==> src/rtl/dit_pkg.sv <==
package dit_pkg;
  localparam int ADDR_W  = 4;
  localparam int NUM_TMR = 2;

  // register addresses
  localparam logic [ADDR_W-1:0] A_T1_CLO = 4'd0;
  localparam logic [ADDR_W-1:0] A_T1_CHI = 4'd1;
  localparam logic [ADDR_W-1:0] A_T1_LLO = 4'd2;
  localparam logic [ADDR_W-1:0] A_T1_LHI = 4'd3;
  localparam logic [ADDR_W-1:0] A_T2_CLO = 4'd4;
  localparam logic [ADDR_W-1:0] A_T2_CHI = 4'd5;
  localparam logic [ADDR_W-1:0] A_MODE   = 4'd6;
  localparam logic [ADDR_W-1:0] A_T2_LLO = 4'd8;
  localparam logic [ADDR_W-1:0] A_T2_LHI = 4'd9;

  // timer 1 run-mode field inside the mode register
  localparam int          MODE_MSB  = 7;
  localparam int          MODE_LSB  = 6;
  localparam logic [1:0]  MODE_CONT = 2'b01;
endpackage

==> src/rtl/dit_access_decode.sv <==
module dit_access_decode #(
  parameter int DATA_W = 8
) (
  input  logic                                      clk,
  input  logic                                      rst,
  input  logic                                      wr_en,
  input  logic                                      rd_en,
  input  logic [dit_pkg::ADDR_W-1:0]                addr,
  input  logic [dit_pkg::NUM_TMR-1:0][2*DATA_W-1:0] cnt,
  input  logic [dit_pkg::NUM_TMR-1:0][2*DATA_W-1:0] latch,
  input  logic [DATA_W-1:0]                         mode_q,
  output logic [dit_pkg::NUM_TMR-1:0]               wr_lo,
  output logic [dit_pkg::NUM_TMR-1:0]               wr_hi_load,
  output logic [dit_pkg::NUM_TMR-1:0]               wr_hi_latch,
  output logic [dit_pkg::NUM_TMR-1:0]               rd_ack,
  output logic                                      mode_wr,
  output logic [DATA_W-1:0]                         rd_data
);
  import dit_pkg::*;
  localparam int CNT_W = 2*DATA_W;

  logic [DATA_W-1:0] rd_mux;

  always_comb begin
    wr_lo       = '0;
    wr_hi_load  = '0;
    wr_hi_latch = '0;
    rd_ack      = '0;
    mode_wr     = 1'b0;
    if (wr_en) begin
      case (addr)
        A_T1_CLO, A_T1_LLO: wr_lo[0]       = 1'b1;
        A_T1_CHI:           wr_hi_load[0]  = 1'b1;
        A_T1_LHI:           wr_hi_latch[0] = 1'b1;
        A_T2_CLO:           wr_lo[1]       = 1'b1;
        A_T2_CHI:           wr_hi_load[1]  = 1'b1;
        A_MODE:             mode_wr        = 1'b1;
        default: ;
      endcase
    end
    if (rd_en) begin
      case (addr)
        A_T1_CLO: rd_ack[0] = 1'b1;
        A_T2_CLO: rd_ack[1] = 1'b1;
        default: ;
      endcase
    end
  end

  always_comb begin
    case (addr)
      A_T1_CLO: rd_mux = cnt[0][DATA_W-1:0];
      A_T1_CHI: rd_mux = cnt[0][CNT_W-1:DATA_W];
      A_T1_LLO: rd_mux = latch[0][DATA_W-1:0];
      A_T1_LHI: rd_mux = latch[0][CNT_W-1:DATA_W];
      A_T2_CLO: rd_mux = cnt[1][DATA_W-1:0];
      A_T2_CHI: rd_mux = cnt[1][CNT_W-1:DATA_W];
      A_MODE:   rd_mux = mode_q;
      A_T2_LLO: rd_mux = latch[1][DATA_W-1:0];
      A_T2_LHI: rd_mux = latch[1][CNT_W-1:DATA_W];
      default:  rd_mux = '0;
    endcase
  end

  always_ff @(posedge clk) begin
    if (rst)        rd_data <= '0;
    else if (rd_en) rd_data <= rd_mux;
  end

  AST_RD_HOLD: assert property (@(posedge clk) disable iff (rst)
    !rd_en |=> $stable(rd_data));
  AST_MODE_READ: assert property (@(posedge clk) disable iff (rst)
    (rd_en && addr == A_MODE) |=> rd_data == $past(mode_q));
endmodule

==> src/rtl/dit_counter.sv <==
module dit_counter #(
  parameter int DATA_W      = 8,
  parameter bit CAN_CONT    = 1'b0,
  parameter bit RESET_ARMED = 1'b0
) (
  input  logic                  clk,
  input  logic                  rst,
  input  logic                  tick,
  input  logic                  cont_mode,
  input  logic                  wr_lo,
  input  logic                  wr_hi_load,
  input  logic                  wr_hi_latch,
  input  logic                  ack,
  input  logic [DATA_W-1:0]     wdata,
  output logic [2*DATA_W-1:0]   count,
  output logic [2*DATA_W-1:0]   latch,
  output logic                  flag,
  output logic                  set_p,
  output logic                  clr_p
);
  localparam int               CNT_W = 2*DATA_W;
  localparam logic [CNT_W-1:0] ALL1  = {CNT_W{1'b1}};

  logic armed;
  logic cont_eff;
  logic expire;

  assign cont_eff = CAN_CONT ? cont_mode : 1'b0;
  assign expire   = tick && (count == '0) && (armed || cont_eff);

  always_ff @(posedge clk) begin
    if (rst) begin
      latch <= ALL1;
      count <= ALL1;
      armed <= RESET_ARMED;
      flag  <= 1'b0;
      set_p <= 1'b0;
      clr_p <= 1'b0;
    end else begin
      set_p <= 1'b0;
      clr_p <= 1'b0;
      if (wr_lo) latch[DATA_W-1:0] <= wdata;
      if (wr_hi_load) begin
        latch[CNT_W-1:DATA_W] <= wdata;
        count <= {wdata, latch[DATA_W-1:0]};
        armed <= 1'b1;
        flag  <= 1'b0;
        clr_p <= 1'b1;
      end else begin
        if (wr_hi_latch) latch[CNT_W-1:DATA_W] <= wdata;
        if (tick) begin
          if (cont_eff && count == ALL1) count <= latch;
          else                           count <= count - 1'b1;
        end
        if (expire) begin
          flag  <= 1'b1;
          set_p <= 1'b1;
          if (!cont_eff) armed <= 1'b0;
        end else if (ack || wr_hi_latch) begin
          flag  <= 1'b0;
          clr_p <= 1'b1;
        end
      end
    end
  end

  AST_LOAD_COPIES: assert property (@(posedge clk) disable iff (rst)
    wr_hi_load |=> (count == {$past(wdata), $past(latch[DATA_W-1:0])}) && !flag);
  AST_IDLE_HOLD: assert property (@(posedge clk) disable iff (rst)
    (!tick && !wr_hi_load) |=> $stable(count));
  AST_WRAP_RELOAD: assert property (@(posedge clk) disable iff (rst)
    (tick && cont_eff && count == ALL1 && !wr_hi_load) |=> count == $past(latch));
  AST_SET_WITH_FLAG: assert property (@(posedge clk) disable iff (rst)
    set_p |-> flag);
  AST_ACK_CLEARS: assert property (@(posedge clk) disable iff (rst)
    ((ack || wr_hi_latch) && !(tick && count == '0)) |=> !flag);
endmodule

==> src/rtl/dual_interval_timer.sv <==
module dual_interval_timer #(
  parameter int DATA_W = 8
) (
  input  logic                          clk,
  input  logic                          rst,
  input  logic                          tick_en,
  input  logic                          wr_en,
  input  logic                          rd_en,
  input  logic [dit_pkg::ADDR_W-1:0]    addr,
  input  logic [DATA_W-1:0]             wr_data,
  output logic [DATA_W-1:0]             rd_data,
  output logic [dit_pkg::NUM_TMR-1:0]   irq_flag,
  output logic [dit_pkg::NUM_TMR-1:0]   flag_set,
  output logic [dit_pkg::NUM_TMR-1:0]   flag_clr
);
  import dit_pkg::*;
  localparam int CNT_W = 2*DATA_W;

  logic [NUM_TMR-1:0][CNT_W-1:0] cnt_q;
  logic [NUM_TMR-1:0][CNT_W-1:0] latch_q;
  logic [NUM_TMR-1:0]            wr_lo, wr_hi_load, wr_hi_latch, rd_ack;
  logic                          mode_wr;
  logic [DATA_W-1:0]             mode_q;
  logic                          cont_mode;

  always_ff @(posedge clk) begin
    if (rst)          mode_q <= '0;
    else if (mode_wr) mode_q <= wr_data;
  end

  assign cont_mode = (mode_q[MODE_MSB:MODE_LSB] == MODE_CONT);

  dit_access_decode #(.DATA_W(DATA_W)) dec_i (
    .clk(clk), .rst(rst), .wr_en(wr_en), .rd_en(rd_en), .addr(addr),
    .cnt(cnt_q), .latch(latch_q), .mode_q(mode_q),
    .wr_lo(wr_lo), .wr_hi_load(wr_hi_load), .wr_hi_latch(wr_hi_latch),
    .rd_ack(rd_ack), .mode_wr(mode_wr), .rd_data(rd_data)
  );

  for (genvar i = 0; i < NUM_TMR; i++) begin : g_tmr
    dit_counter #(
      .DATA_W(DATA_W), .CAN_CONT(i == 0), .RESET_ARMED(i == 0)
    ) cnt_i (
      .clk(clk), .rst(rst), .tick(tick_en), .cont_mode(cont_mode),
      .wr_lo(wr_lo[i]), .wr_hi_load(wr_hi_load[i]), .wr_hi_latch(wr_hi_latch[i]),
      .ack(rd_ack[i]), .wdata(wr_data),
      .count(cnt_q[i]), .latch(latch_q[i]),
      .flag(irq_flag[i]), .set_p(flag_set[i]), .clr_p(flag_clr[i])
    );
  end

  AST_T2_NO_LATCH_ONLY: assert property (@(posedge clk) disable iff (rst)
    !(wr_en && addr == A_T2_CHI) |=> $stable(latch_q[1][CNT_W-1:DATA_W]));
endmodule

==> config.mk <==
export PLATFORM = sky130hd
export DESIGN_NAME = dual_interval_timer
export DESIGN_NICKNAME = d
export VERILOG_FILES = /design/src/rtl/dit_pkg.sv /design/src/rtl/dit_access_decode.sv /design/src/rtl/dit_counter.sv /design/src/rtl/dual_interval_timer.sv
export SDC_FILE = /design/constraint.sdc
export NUM_CORES = 1
export LEC_CHECK = 0
export BUFFER_PORTS_ARGS = -buffer_cell sky130_fd_sc_hd__buf_2
export CAP_MARGIN = 20
export CORE_ASPECT_RATIO = 1.1
export CORE_UTILIZATION = 50
export DETAILED_ROUTE_END_ITERATION = 6
export GPL_ROUTABILITY_DRIVEN = 1
export HOLD_SLACK_MARGIN = 0.06
export PLACE_DENSITY = 0.68
export SETUP_SLACK_MARGIN = 0.15
export SLEW_MARGIN = 20
export SYNTH_ARGS = -nofsm -noshare
export SYNTH_HDL_FRONTEND = slang
export SYNTH_SLANG_ARGS = --single-unit
==> constraint.sdc <==
create_clock -name clk -period 5.22 [get_ports clk]
set_clock_uncertainty 0.2 [all_clocks]
set_input_delay 1.044 -clock clk [delete_from_list [all_inputs] [get_ports clk]]
set_output_delay 1.044 -clock clk [all_outputs]
set_load 0.01 [all_outputs]
== Word-level counts from Yosys, hierarchy flattened ==
Cells that the tools add are included.
Storage, ports and cells
  flip-flop bits (word level): 88
  input port bits: 17
  output and inout port bits: 14
  logic and storage cells: 83
Operators by class
  add/sub/neg operators: 2
  equality and inequality tests: 10
  mux-type cells: 34
  bitwise logic cells: 1
  reduce and logical (&&, ||, !) cells: 20
Operators with widths (number)
  $mux 16: 5
  $pmux 8 s9: 1
  $logic_not 16->1: 2
  $sub 16x1->16 const B: 2
  $mux 1: 23
  $eq 16x16->1 const B: 1
  $mux 8: 2
  $eq 4x3->1 const B: 3
  $reduce_bool 2->1: 6
  $eq 4x2->1 const B: 2
  $eq 4x4->1 const B: 2
  $mux 2: 3
  $reduce_or 2->1: 3
  $logic_and 1x1->1: 5
  $eq 4x1->1 const B: 1
  $logic_not 4->1: 1
  $eq 2x1->1 const B: 1
  $logic_or 1x1->1: 2
  $reduce_and 2->1: 1
  $not 1->1: 1

== Logic depth before layout (Yosys ltp) ==
Gate-level depths: netlist of the first run.
  depth after elaboration: 7
  depth in mapped cells: 7

== Modules after synthesis ==
From an unflattened synthesis of the first run, not the netlist that was laid out.
Second synthesis, totals
  cells, all modules: 582
  area, all modules: 4921.0 µm²
By module, submodules not included
  dit_counter (g_tmr[0].cnt_i): instances 1, cells each 228, area each 1893.1 µm²
  dit_counter (g_tmr[1].cnt_i): instances 1, cells each 187, area each 1655.3 µm²
  dit_access_decode: instances 1, cells each 140, area each 1081.0 µm²
  dual_interval_timer: instances 1, cells each 27, area each 291.5 µm²

== Worst setup path before layout of the first run ==
No wires, ideal clock.
  path kind: in2reg
  start point: input port addr[0] (netlist name)
  end point: register g_tmr[0].cnt_i.count[7]
  data arrival time: 2240 ps
  required time: 4895 ps
  slack: 2656 ps
  stages: 7
  path through: nor2b_1 clkbuf_1 nand3_1 clkbuf_1 and3_1 a41oi_1 nand3_1
Between the ends
  word-level cells in the longest chain between the ends: 4
  elaborated cells between the ends (all ways): 5
  those cells by class: 1 x eq/ne; 3 x mux; 1 x reduce/logical
Ends and longest elaborated chain
  from (decl): line dual_interval_timer.sv:9  | input logic [dit_pkg::ADDR_W-1:0] addr,
  $eq 4x1->1 (*): line dit_access_decode.sv:31  | case (addr)
  $mux 1 (*): line dit_access_decode.sv:31
  $mux 2 (*): line dit_access_decode.sv:30  | if (wr_en) begin
  $mux 16 or $reduce_bool 2->1 (tied branches)
  to (signal assigned): line dit_counter.sv:45  | count <= {wdata, latch[DATA_W-1:0]};
  to (signal assigned): line dit_counter.sv:52  | if (cont_eff && count == ALL1) count <= latch;
  to (signal assigned): line dit_counter.sv:53  | else count <= count - 1'b1;
  to (decl): line dit_counter.sv:15  | output logic [2*DATA_W-1:0] count,
Every way passes the cells marked *; elsewhere a longest branch is shown, timed or not.
A chain may end at the register's enable or synchronous reset.

== Worst setup path in the final report of the first run ==
  start point: input port addr[0] (netlist name)
  end point: register g_tmr[0].cnt_i.count[5]
The elaborated chain is that of the path after synthesis.

==> results of run 1 <==
-- cells in the mapped netlist, drive strengths merged (5+ instances only) --
cell type | number | area (µm²)
dfxtp | 88 | 1760
nand2 | 82 | 308
nor2 | 60 | 230
nand3 | 43 | 220
o21ai | 33 | 165
a21oi | 32 | 160
clkbuf | 28 | 105
mux2i | 15 | 150
nor3 | 15 | 80.1
xnor2 | 15 | 131
and3 | 14 | 87.6
buf | 13 | 77.6
nor2b | 12 | 75.1
a211oi | 10 | 75.1
inv | 10 | 37.5
nor4 | 9 | 92.6
a22o | 7 | 62.6
o211ai | 7 | 52.6
a22oi | 6 | 45.0
o311ai | 6 | 52.6
or3 | 6 | 45.0
mux2 | 5 | 56.3
nand4 | 5 | 37.5
xor2 | 5 | 43.8
-- metrics by stage --
step	total power, µW	utilization	hold WS [ns]	worst slack (ns)
3_3_place_gp	873	0.535	0.233	1.51
2_1_floorplan	822	-	0.233	2.66
6_report	1350	0.557	0.259	1.67
4_1_cts	1350	0.557	0.265	1.77
3_5_place_dp	877	0.535	0.247	1.39
5_1_grt	1400	0.557	0.290	1.51
-- layer usage --
layer | up-vias | global-route usage | wire length, µm
met5 | - | 0 | 0
met4 | 0 | 0.108 | 391
met3 | 29 | 0.0705 | 1160
met2 | 200 | 0.431 | 6240
met1 | 2117 | 0.471 | 6870
li1 | 2123 | - | -
-- how the worst max path moves through the flow --
stage                  from                      end  slack (ns)  cells after the start
finish              addr[0]  g_tmr[0].cnt_i.count[5]        1.67                      6
global route        addr[0]  g_tmr[0].cnt_i.count[5]        1.51                      6
CTS                 addr[0]  g_tmr[0].cnt_i.count[5]        1.77                      6
detailed placement  addr[0]  g_tmr[0].cnt_i.count[5]        1.39                      6
global placement    addr[0]  g_tmr[0].cnt_i.count[5]        1.51                      6
floorplan           addr[0]  g_tmr[0].cnt_i.count[7]        2.66                      7
-- power by group --
group / switching (µW) / internal [µW]
Clock: 253 / 234
Sequential: 24.6 / 688
Combinational: 100 / 53.1
Total: 378 / 975
-- flip-flops by register name, summed over array words and instances, names as in the netlist --
signal             flops
g_tmr.cnt_i.clr_p      2
g_tmr.cnt_i.flag       2
dec_i.rd_data          8
g_tmr.cnt_i.armed      2
g_tmr.cnt_i.latch     32
mode_q                 8
g_tmr.cnt_i.count     32
g_tmr.cnt_i.set_p      2
-- cell families (layout without fill, tap and decap cells) --
logic type,after synthesis,after routing,share of synthesized area
multiplexers,21,21,0.0487
AO/OA/AOI/OAI,136,136,0.193
buffers and inverters,52,58,0.0476
adder cells (fa/ha/maj),4,4,0.0106
XOR/XNOR,20,20,0.0373
flip-flops,88,88,0.375
AND/OR/NAND/NOR,267,267,0.288
-- final cells by class --
class,instances,area (µm²)
clock buffers,11,141
clock inverters,5,56.3
fillers,876,3990
inverters,11,41.3
multi-input cells,448,2720
flip-flops and latches,88,1760
well taps,114,143
repair buffers,31,158
-- worst reg2reg max path, cell delays in order (launching register included) --
cell	delay, ns
dfxtp_1	0.42
inv_1	0.15
ha_1	0.22
nor3b_2	0.37
nand2_1	0.23
or4_4	0.58
o21ai_0	0.21
nand3_1	0.09
==> flow_summary.yaml, run 1 <==
worst_setup_path:
  reg2reg_to: "g_tmr[0].cnt_i.armed"
  critical_path.max_stage_delay_ns: 0.65
  r2r_cells: 7
  end_kind: "register"
  cp_num_buf_inv: 1
  rrSetupSlack_ns: 2.62
  worstPathCellList: "buf_2, nor2b_1, nand3_1, o21ai_1, o22ai_1, a221o_1"
  critPathTopFamily: "simple AND/OR/NAND/NOR gates"
  critPathKind: "in -> reg"
  reg2reg_from: "g_tmr[0].cnt_i.count[0]"
  cp-start-kind: "primary input"
  critPathRequiredTime_ns: 5.28
  cp_slowest_cell: "nand3_1"
  worstPathMaxFanout: 29
  critPathArrivalTime_ns: 3.61
cts:
  clk_pin_slew_worst_paths_ns: 0.08
  htreeDepth: 3
  cts_buffer_depth: 2
  insertion_delay_ns: 0.39
  cts-buffers-inserted: 9
  ctsResizeCount: 0
  cts-root-buf: "clkbuf_8"
  cts_tree: "built"
  cts_hold_buf: 0
  cts_sinks: 88
  cts_setup_buffers: 0
floorplan:
  die_area_um2: 9800
  start_util: 0.522
  num_rows: 36
  io_pins: 31
  die_height_um: 104
  coreArea_um2: 9010
  die_w_um: 94.5
sta:
  drv_slew: 0
  period_needed_ns: 3.55
  tightest_slew_ns: 0.951
  slew_headroom: 0.364
  max_freq_mhz: 282
  setup-tns-final_ns: 0
  setup_viol: 0
  hold_violations: 0
  rsz0062_at_grt: "no"
  fin_crit_sh: 0.679
min_path:
  hold_depth: 2
  hp-class: "reg -> reg"
  hold_end: "dec_i.rd_data[0]"
  hold_start: "dec_i.rd_data[0]"
placement:
  port_buffers: 30
  gp_routability_congestion: 0.911
  placed_area_um2: 4820
  place_inst: 692
  dp_hpwl_um: 10400
finish:
  layout_common_cells: "dfxtp_1 (88), nand2_1 (82), nor2_1 (58)"
  mostFrequentLayoutCell: "dfxtp_1"
  area_growth_pct: 6.71
  fin_area_um2: 5020
  drive_gt1_frac: 0.121
  layout.cells.non_filler: 708
  n_antenna_cell: 0
  nNetsFinal: 610
power_and_ir_drop:
  irDropWorstVdd_uv: 209
  power_density_nw_per_um2: 270
  power_leakage_uw: 0.00189
drt:
  drtIter0Drc: 535
  totalWireLength_um: 14700
  vias: 4469
  route.detailed.drc: 0
  ant_nets: 0
  wl_per_cell_um: 20.7
  dr.pass1.iters: 5
  via_per_inst: 6.31
global_route:
  overflow: 0
  grt_max_degree: 34
  grt_pass1_vias: 4084
  grt_usage: 0.312
  grt_pass1_wl_um: 22900
  antenna_found_initial: 0
status:
  status: "finished, final reports clean"
yosys:
  ys_warn_count: 0
  seq_area_frac_synth: 0.375
  synth-edff-count: 0
  synth.avg_cell_area_um2: 8.00
  netlist_area_um2: 4700
  syn_inst: 588
  syn_nets: 609
  synth_top_flop_cell: "dfxtp_1"
  synth-seq-cells: 88
  postSynth.asyncResetShare: 0
  ys_types: 73
run:
  maxCapViolations: 0
No activity file was read; power rests on OpenSTA's default activity.
==> run 2, diff against run 1 <==
--- a/config.mk
+++ b/config.mk
@@ -12,7 +12,7 @@
 export DETAILED_ROUTE_END_ITERATION = 6
 export GPL_ROUTABILITY_DRIVEN = 1
 export HOLD_SLACK_MARGIN = 0.06
-export PLACE_DENSITY = 0.68
+export PLACE_DENSITY = 0.7
 export SETUP_SLACK_MARGIN = 0.15
 export SLEW_MARGIN = 20
 export SYNTH_ARGS = -nofsm -noshare
==> constraint.sdc (replaced) <==
create_clock -name clk -period 3.1 [get_ports clk]
set_clock_uncertainty 0.2 [all_clocks]
set_input_delay 0.62 -clock clk [delete_from_list [all_inputs] [get_ports clk]]
set_output_delay 0.62 -clock clk [all_outputs]
set_load 0.01 [all_outputs]
==> run 2 against run 1 <==
Largest power group unchanged. Critical endpoint is now g_tmr[0].cnt_i.armed. Setup slack worse by 1.1 ns. Design area is 2.7% higher. Register-to-register slack worse by 2.0 ns. Largest cell class unchanged. Critical path depth is 1 higher. Routed wire length is 3.4% higher. Sequential share of layout area is 0.94 points lower.
==> flow_summary.yaml, run 2 (synthesis results as in run 1) <==
status:
  status: "finished, final reports clean"
global_route:
  grt_max_degree: 33
  grt_pass1_vias: 4083
  overflow: 0
  grt_usage: 0.320
  grt_pass1_wl_um: 23500
  antenna_found_initial: 0
power_and_ir_drop:
  power_leakage_uw: 0.00198
  power_density_nw_per_um2: 476
  irDropWorstVdd_uv: 229
  p_total_uw: 2460
finish:
  drive_gt1_frac: 0.139
  fin_util: 0.572
  n_antenna_cell: 0
  fin_area_um2: 5150
  largestRegisters: "g_tmr.cnt_i.count: 32 flops, g_tmr.cnt_i.latch: 32 flops"
  mostFrequentLayoutCell: "dfxtp_1"
  layout_common_cells: "dfxtp_1 (88), nand2_1 (82), nor2_1 (58)"
  nNetsFinal: 622
  area_growth_pct: 9.63
cts:
  ctsResizeCount: 0
  cts_tree: "built"
  cts_hold_buf: 0
  cts_setup_buffers: 0
  cts_buffer_depth: 2
  cts-root-buf: "clkbuf_8"
  htreeDepth: 3
  insertion_delay_ns: 0.38
  cts_sinks: 88
  cts-buffers-inserted: 9
  clk_pin_slew_worst_paths_ns: 0.09
placement:
  dp_hpwl_um: 10800
  port_buffers: 30
  placed_area_um2: 4910
  gp_routability_congestion: 0.985
run:
  maxCapViolations: 0
worst_setup_path:
  r2r_cells: 7
  reg2reg_to: "g_tmr[0].cnt_i.armed"
  reg2reg_from: "g_tmr[0].cnt_i.count[0]"
  worstPathMaxFanout: 6
  critPathKind: "reg -> reg"
  end_kind: "register"
  rrSetupSlack_ns: 0.61
  critPathArrivalTime_ns: 2.52
  critPathRequiredTime_ns: 3.13
  cp-start-kind: "register"
drt:
  ant_nets: 0
  wl_per_cell_um: 21.1
  drtIter0Drc: 676
  via_per_inst: 6.37
  totalWireLength_um: 15200
  vias: 4585
  route.detailed.drc: 0
  dr.pass1.iters: 5
min_path:
  hold_end: "dec_i.rd_data[3]"
  hold_depth: 2
  hold_start: "dec_i.rd_data[3]"
  hp-class: "reg -> reg"
floorplan:
  coreArea_um2: 9010
  io_pins: 31
  num_rows: 36
  die_w_um: 94.5
  die_area_um2: 9800
  start_util: 0.522
  die_height_um: 104
sta:
  fin_crit_sh: 0.804
  slew_headroom: 0.432
  tightest_slew_ns: 0.847
  rsz0062_at_grt: "no"
  drv_slew: 0
  setup_viol: 0
  setup-tns-final_ns: 0
  hold_violations: 0
  period_needed_ns: 2.49
  max_freq_mhz: 401
-- run 2: critical path: stages, from the launching register on --
cell     delay [ns]
dfxtp_1        0.42
inv_1          0.15
ha_1           0.20
nor3b_2        0.35
nand2_1        0.21
or4_4          0.56
o21ai_0        0.17
nand3_1        0.09
-- run 2: final cells by class --
cell class	count	area (µm²)
Clock buffer	11	141
Clock inverter	5	104
Sequential cell	88	1760
Multi-Input combinational cell	448	2720
Timing Repair Buffer	43	248
Inverter	11	41.3
Tap cell	114	143
Fill cell	878	3850
-- run 2: per-stage QoR --
stage / std cells / hold WS [ns] / setup slack (ns)
finish: 720 / 0.254 / 0.607
global route: 720 / 0.283 / 0.460
CTS: 720 / 0.258 / 0.665
detailed placement: 704 / 0.239 / 0.524
global placement: 704 / 0.232 / 0.592
floorplan: 588 / 0.233 / 0.960
-- run 2: report_power, final --
group	total, µW	leakage, µW	internal (µW)	switching, µW
clock	985	0.000124	558	427
combinational	268	0.00114	96.3	171
sequential	1200	0.000716	1160	43.2
-- run 2: worst max-delay path by stage --
stage,depth (start not counted),start,slack (ns),to
6_report,7,g_tmr[0].cnt_i.count[0],0.61,g_tmr[0].cnt_i.armed
5_1_grt,7,g_tmr[0].cnt_i.count[0],0.46,g_tmr[0].cnt_i.armed
3_5_place_dp,6,addr[2],0.52,g_tmr[0].cnt_i.latch[4]
3_3_place_gp,6,addr[2],0.59,g_tmr[0].cnt_i.latch[7]
4_1_cts,7,g_tmr[0].cnt_i.count[0],0.67,g_tmr[0].cnt_i.armed
2_1_floorplan,7,addr[0],0.96,g_tmr[0].cnt_i.count[7]
-- run 2: per-layer routing --
metal  part of all wire  GRT usage  vias up
li1                   -          -     2148
met4              0.026      0.122        0
met2               0.43      0.449      265
met1               0.45      0.473     2143
met5                  0          0        -
met3              0.098     0.0683       29
==> run 3, diff against run 2 <==
--- a/config.mk
+++ b/config.mk
@@ -5,6 +5,7 @@
 export SDC_FILE = /design/constraint.sdc
 export NUM_CORES = 1
 export LEC_CHECK = 0
+export ABC_AREA = 1
 export BUFFER_PORTS_ARGS = -buffer_cell sky130_fd_sc_hd__buf_2
 export CAP_MARGIN = 20
 export CORE_ASPECT_RATIO = 1.1
@@ -12,7 +13,7 @@
 export DETAILED_ROUTE_END_ITERATION = 6
 export GPL_ROUTABILITY_DRIVEN = 1
 export HOLD_SLACK_MARGIN = 0.06
-export PLACE_DENSITY = 0.7
+export PLACE_DENSITY = 0.68
 export SETUP_SLACK_MARGIN = 0.15
 export SLEW_MARGIN = 20
 export SYNTH_ARGS = -nofsm -noshare
==> constraint.sdc (replaced) <==
create_clock -name clk -period 2.5 [get_ports clk]
set_clock_uncertainty 0.2 [all_clocks]
set_input_delay 0.5 -clock clk [delete_from_list [all_inputs] [get_ports clk]]
set_output_delay 0.5 -clock clk [all_outputs]
set_load 0.01 [all_outputs]
==> run 3 against run 2 <==
Sequential share of layout area down 1.9 points. Clock power up 22%. Setup slack worse by 0.15 ns. Synthesized cell count up 34%. Via count up 14%. Largest cell class unchanged.
==> flow_summary.yaml, run 3 <==
status:
  status: "finished, final reports clean"
sta:
  timing.hold.ws_ns: 0.212
  hold_violations: 0
  drv_slew: 0
  slew_headroom: 0.598
  rsz0062_at_grt: "no"
  max_freq_mhz: 489
  setup_viol: 0
  tightest_slew_ns: 0.602
  fin_crit_sh: 0.817
  setup-tns-final_ns: 0
  period_needed_ns: 2.04
cts:
  htreeDepth: 3
  cts_tree: "built"
  cts_hold_buf: 0
  ctsResizeCount: 0
  cts-root-buf: "clkbuf_8"
  insertion_delay_ns: 0.37
  cts-buffers-inserted: 9
  cts_sinks: 88
  cts_setup_buffers: 0
  clk_pin_slew_worst_paths_ns: 0.10
  cts_buffer_depth: 2
worst_setup_path:
  worstPathCellList: "inv_1, ha_1, nand3_1, nor2_1, nand3_1, nor2_1, nand2_1, nand3_1, nand2_1"
  cp-start-kind: "register"
  critical_path.max_stage_delay_ns: 0.39
  worstPathMaxFanout: 5
  critPathArrivalTime_ns: 2.11
  critPathKind: "reg -> reg"
  critPathTopFamily: "simple AND/OR/NAND/NOR gates"
  cp_num_buf_inv: 1
  critPathRequiredTime_ns: 2.57
  crit_path_frequent_cell: "nand3_1"
  cp_slowest_cell: "dfxtp_1"
  end_kind: "register"
finish:
  fin_area_um2: 5460
  mostFrequentLayoutCell: "nand2_1"
  n_antenna_cell: 0
  area_growth_pct: 9.38
  drive_gt1_frac: 0.0938
  multi_input_area_um2: 2680
  n_fill_cell: 970
  seq_area_um2: 1760
  layout.cells.non_filler: 927
  nNetsFinal: 827
  layout_common_cells: "nand2_1 (219), nand3_1 (120), dfxtp_1 (88)"
  largestRegisters: "g_tmr.cnt_i.count: 32 flops, g_tmr.cnt_i.latch: 32 flops"
power_and_ir_drop:
  irDropWorstVdd_uv: 302
  swShare: 0.286
  p_total_uw: 3180
  power_density_nw_per_um2: 582
  p_int_uw: 2270
  power_frac_seq: 0.488
  power_frac_clock: 0.377
  power_leakage_uw: 0.00274
  p_sw_uw: 908
  combPwrFrac: 0.135
global_route:
  grt_usage: 0.324
  overflow: 0
  antenna_found_initial: 0
  grt_pass1_wl_um: 26100
  grt_max_degree: 40
  grt_pass1_vias: 4909
floorplan:
  num_rows: 37
  coreArea_um2: 9540
  io_pins: 31
  start_util: 0.523
  die_w_um: 97.3
  die_area_um2: 10400
  die_height_um: 107
run:
  maxCapViolations: 0
drt:
  vias: 5232
  totalWireLength_um: 16100
  route.detailed.drc: 0
  via_per_inst: 5.64
  dr.pass1.iters: 5
  ant_nets: 0
  drtIter0Drc: 326
  wl_per_cell_um: 17.3
yosys:
  synth-edff-count: 0
  yosys.area.top_type_share: 0.353
  postSynth.asyncResetShare: 0
  synth.avg_cell_area_um2: 6.36
  synthTopCellsByArea: "dfxtp_1 (35%), nand2_1 (16%), nand3_1 (12%)"
  synth-seq-cells: 88
  synth_largest_area_cell: "dfxtp_1"
  yosys-top-cells-count: "nand2_1 (219), nand3_1 (120), dfxtp_1 (88)"
  seq_area_frac_synth: 0.353
  syn_nets: 806
  ys_types: 31
  syn_inst: 785
  ys_warn_count: 0
  netlist_area_um2: 4990
  yosysMostFrequentCell: "nand2_1"
  synth_top_flop_cell: "dfxtp_1"
placement:
  gp_routability_congestion: 0.951
  place_inst: 912
  placed_area_um2: 5230
  dp_hpwl_um: 12300
  port_buffers: 30
min_path:
  hp-class: "in -> reg"
## run 3: changes by cell type after synthesis, sizes merged, moves of 15 or more
cell | before | now
nand2 | 82 | 220
nor2 | 60 | 77
o211ai | 7 | 25
inv | 10 | 93
clkbuf | 28 | 13
mux2i | 15 | 0
nand3 | 43 | 122
## run 3: logic make-up after synthesis
group           count (synthesis)  synth area share
simple gates                  435             0.374
flops                          88             0.353
compound gates                114             0.133
xor+xnor                       11            0.0193
fa+ha+maj                       4            0.0100
buf+inv                       133             0.111
## run 3: layer usage
layer	global-route usage	wire, µm	share of wire
met1	0.392	6590	0.41
met2	0.570	7990	0.50
met3	0.0548	922	0.057
met4	0.137	569	0.035
met5	0	0	0
## run 3: power by group through the flow
stage | logic, µW | clock network [µW] | registers [µW]
2_1_floorplan | 293 | 0 | 1550
3_3_place_gp | 415 | 0 | 1580
3_5_place_dp | 423 | 0 | 1580
4_1_cts | 426 | 1210 | 1540
5_1_grt | 487 | 1270 | 1560
6_report | 429 | 1200 | 1550
## run 3: area by class of cell
class	count	share of cell area
clock buffers	10	0.0234
clock inverters	5	0.0195
inverters	99	0.0681
multi-input cells	564	0.490
flip-flops and latches	88	0.323
well taps	117	0.0268
repair buffers	44	0.0490
## run 3: stage by stage
step / setup slack [ns] / util
floorplan: 0.771 / -
finish: 0.456 / 0.572
global route: 0.266 / 0.572
CTS: 0.468 / 0.572
detailed placement: 0.149 / 0.548
global placement: 0.283 / 0.548
## run 3: path summary, 6_finish.rpt
kind | from | to | slack [ns] | cells past startpoint
min | wr_data[4] | g_tmr[0].cnt_i.latch[12] | 0.21 | 3
max | g_tmr[0].cnt_i.count[0] | g_tmr[0].cnt_i.count[12] | 0.46 | 9
max reg2reg | g_tmr[0].cnt_i.count[0] | g_tmr[0].cnt_i.count[12] | 0.46 | 9
min reg2reg | g_tmr[0].cnt_i.flag | g_tmr[0].cnt_i.flag | 0.26 | 2
## run 3: worst min-delay path, stage by stage
cell	delay, ns
buf_2	0.13
nand2_1	0.06
o211ai_1	0.07
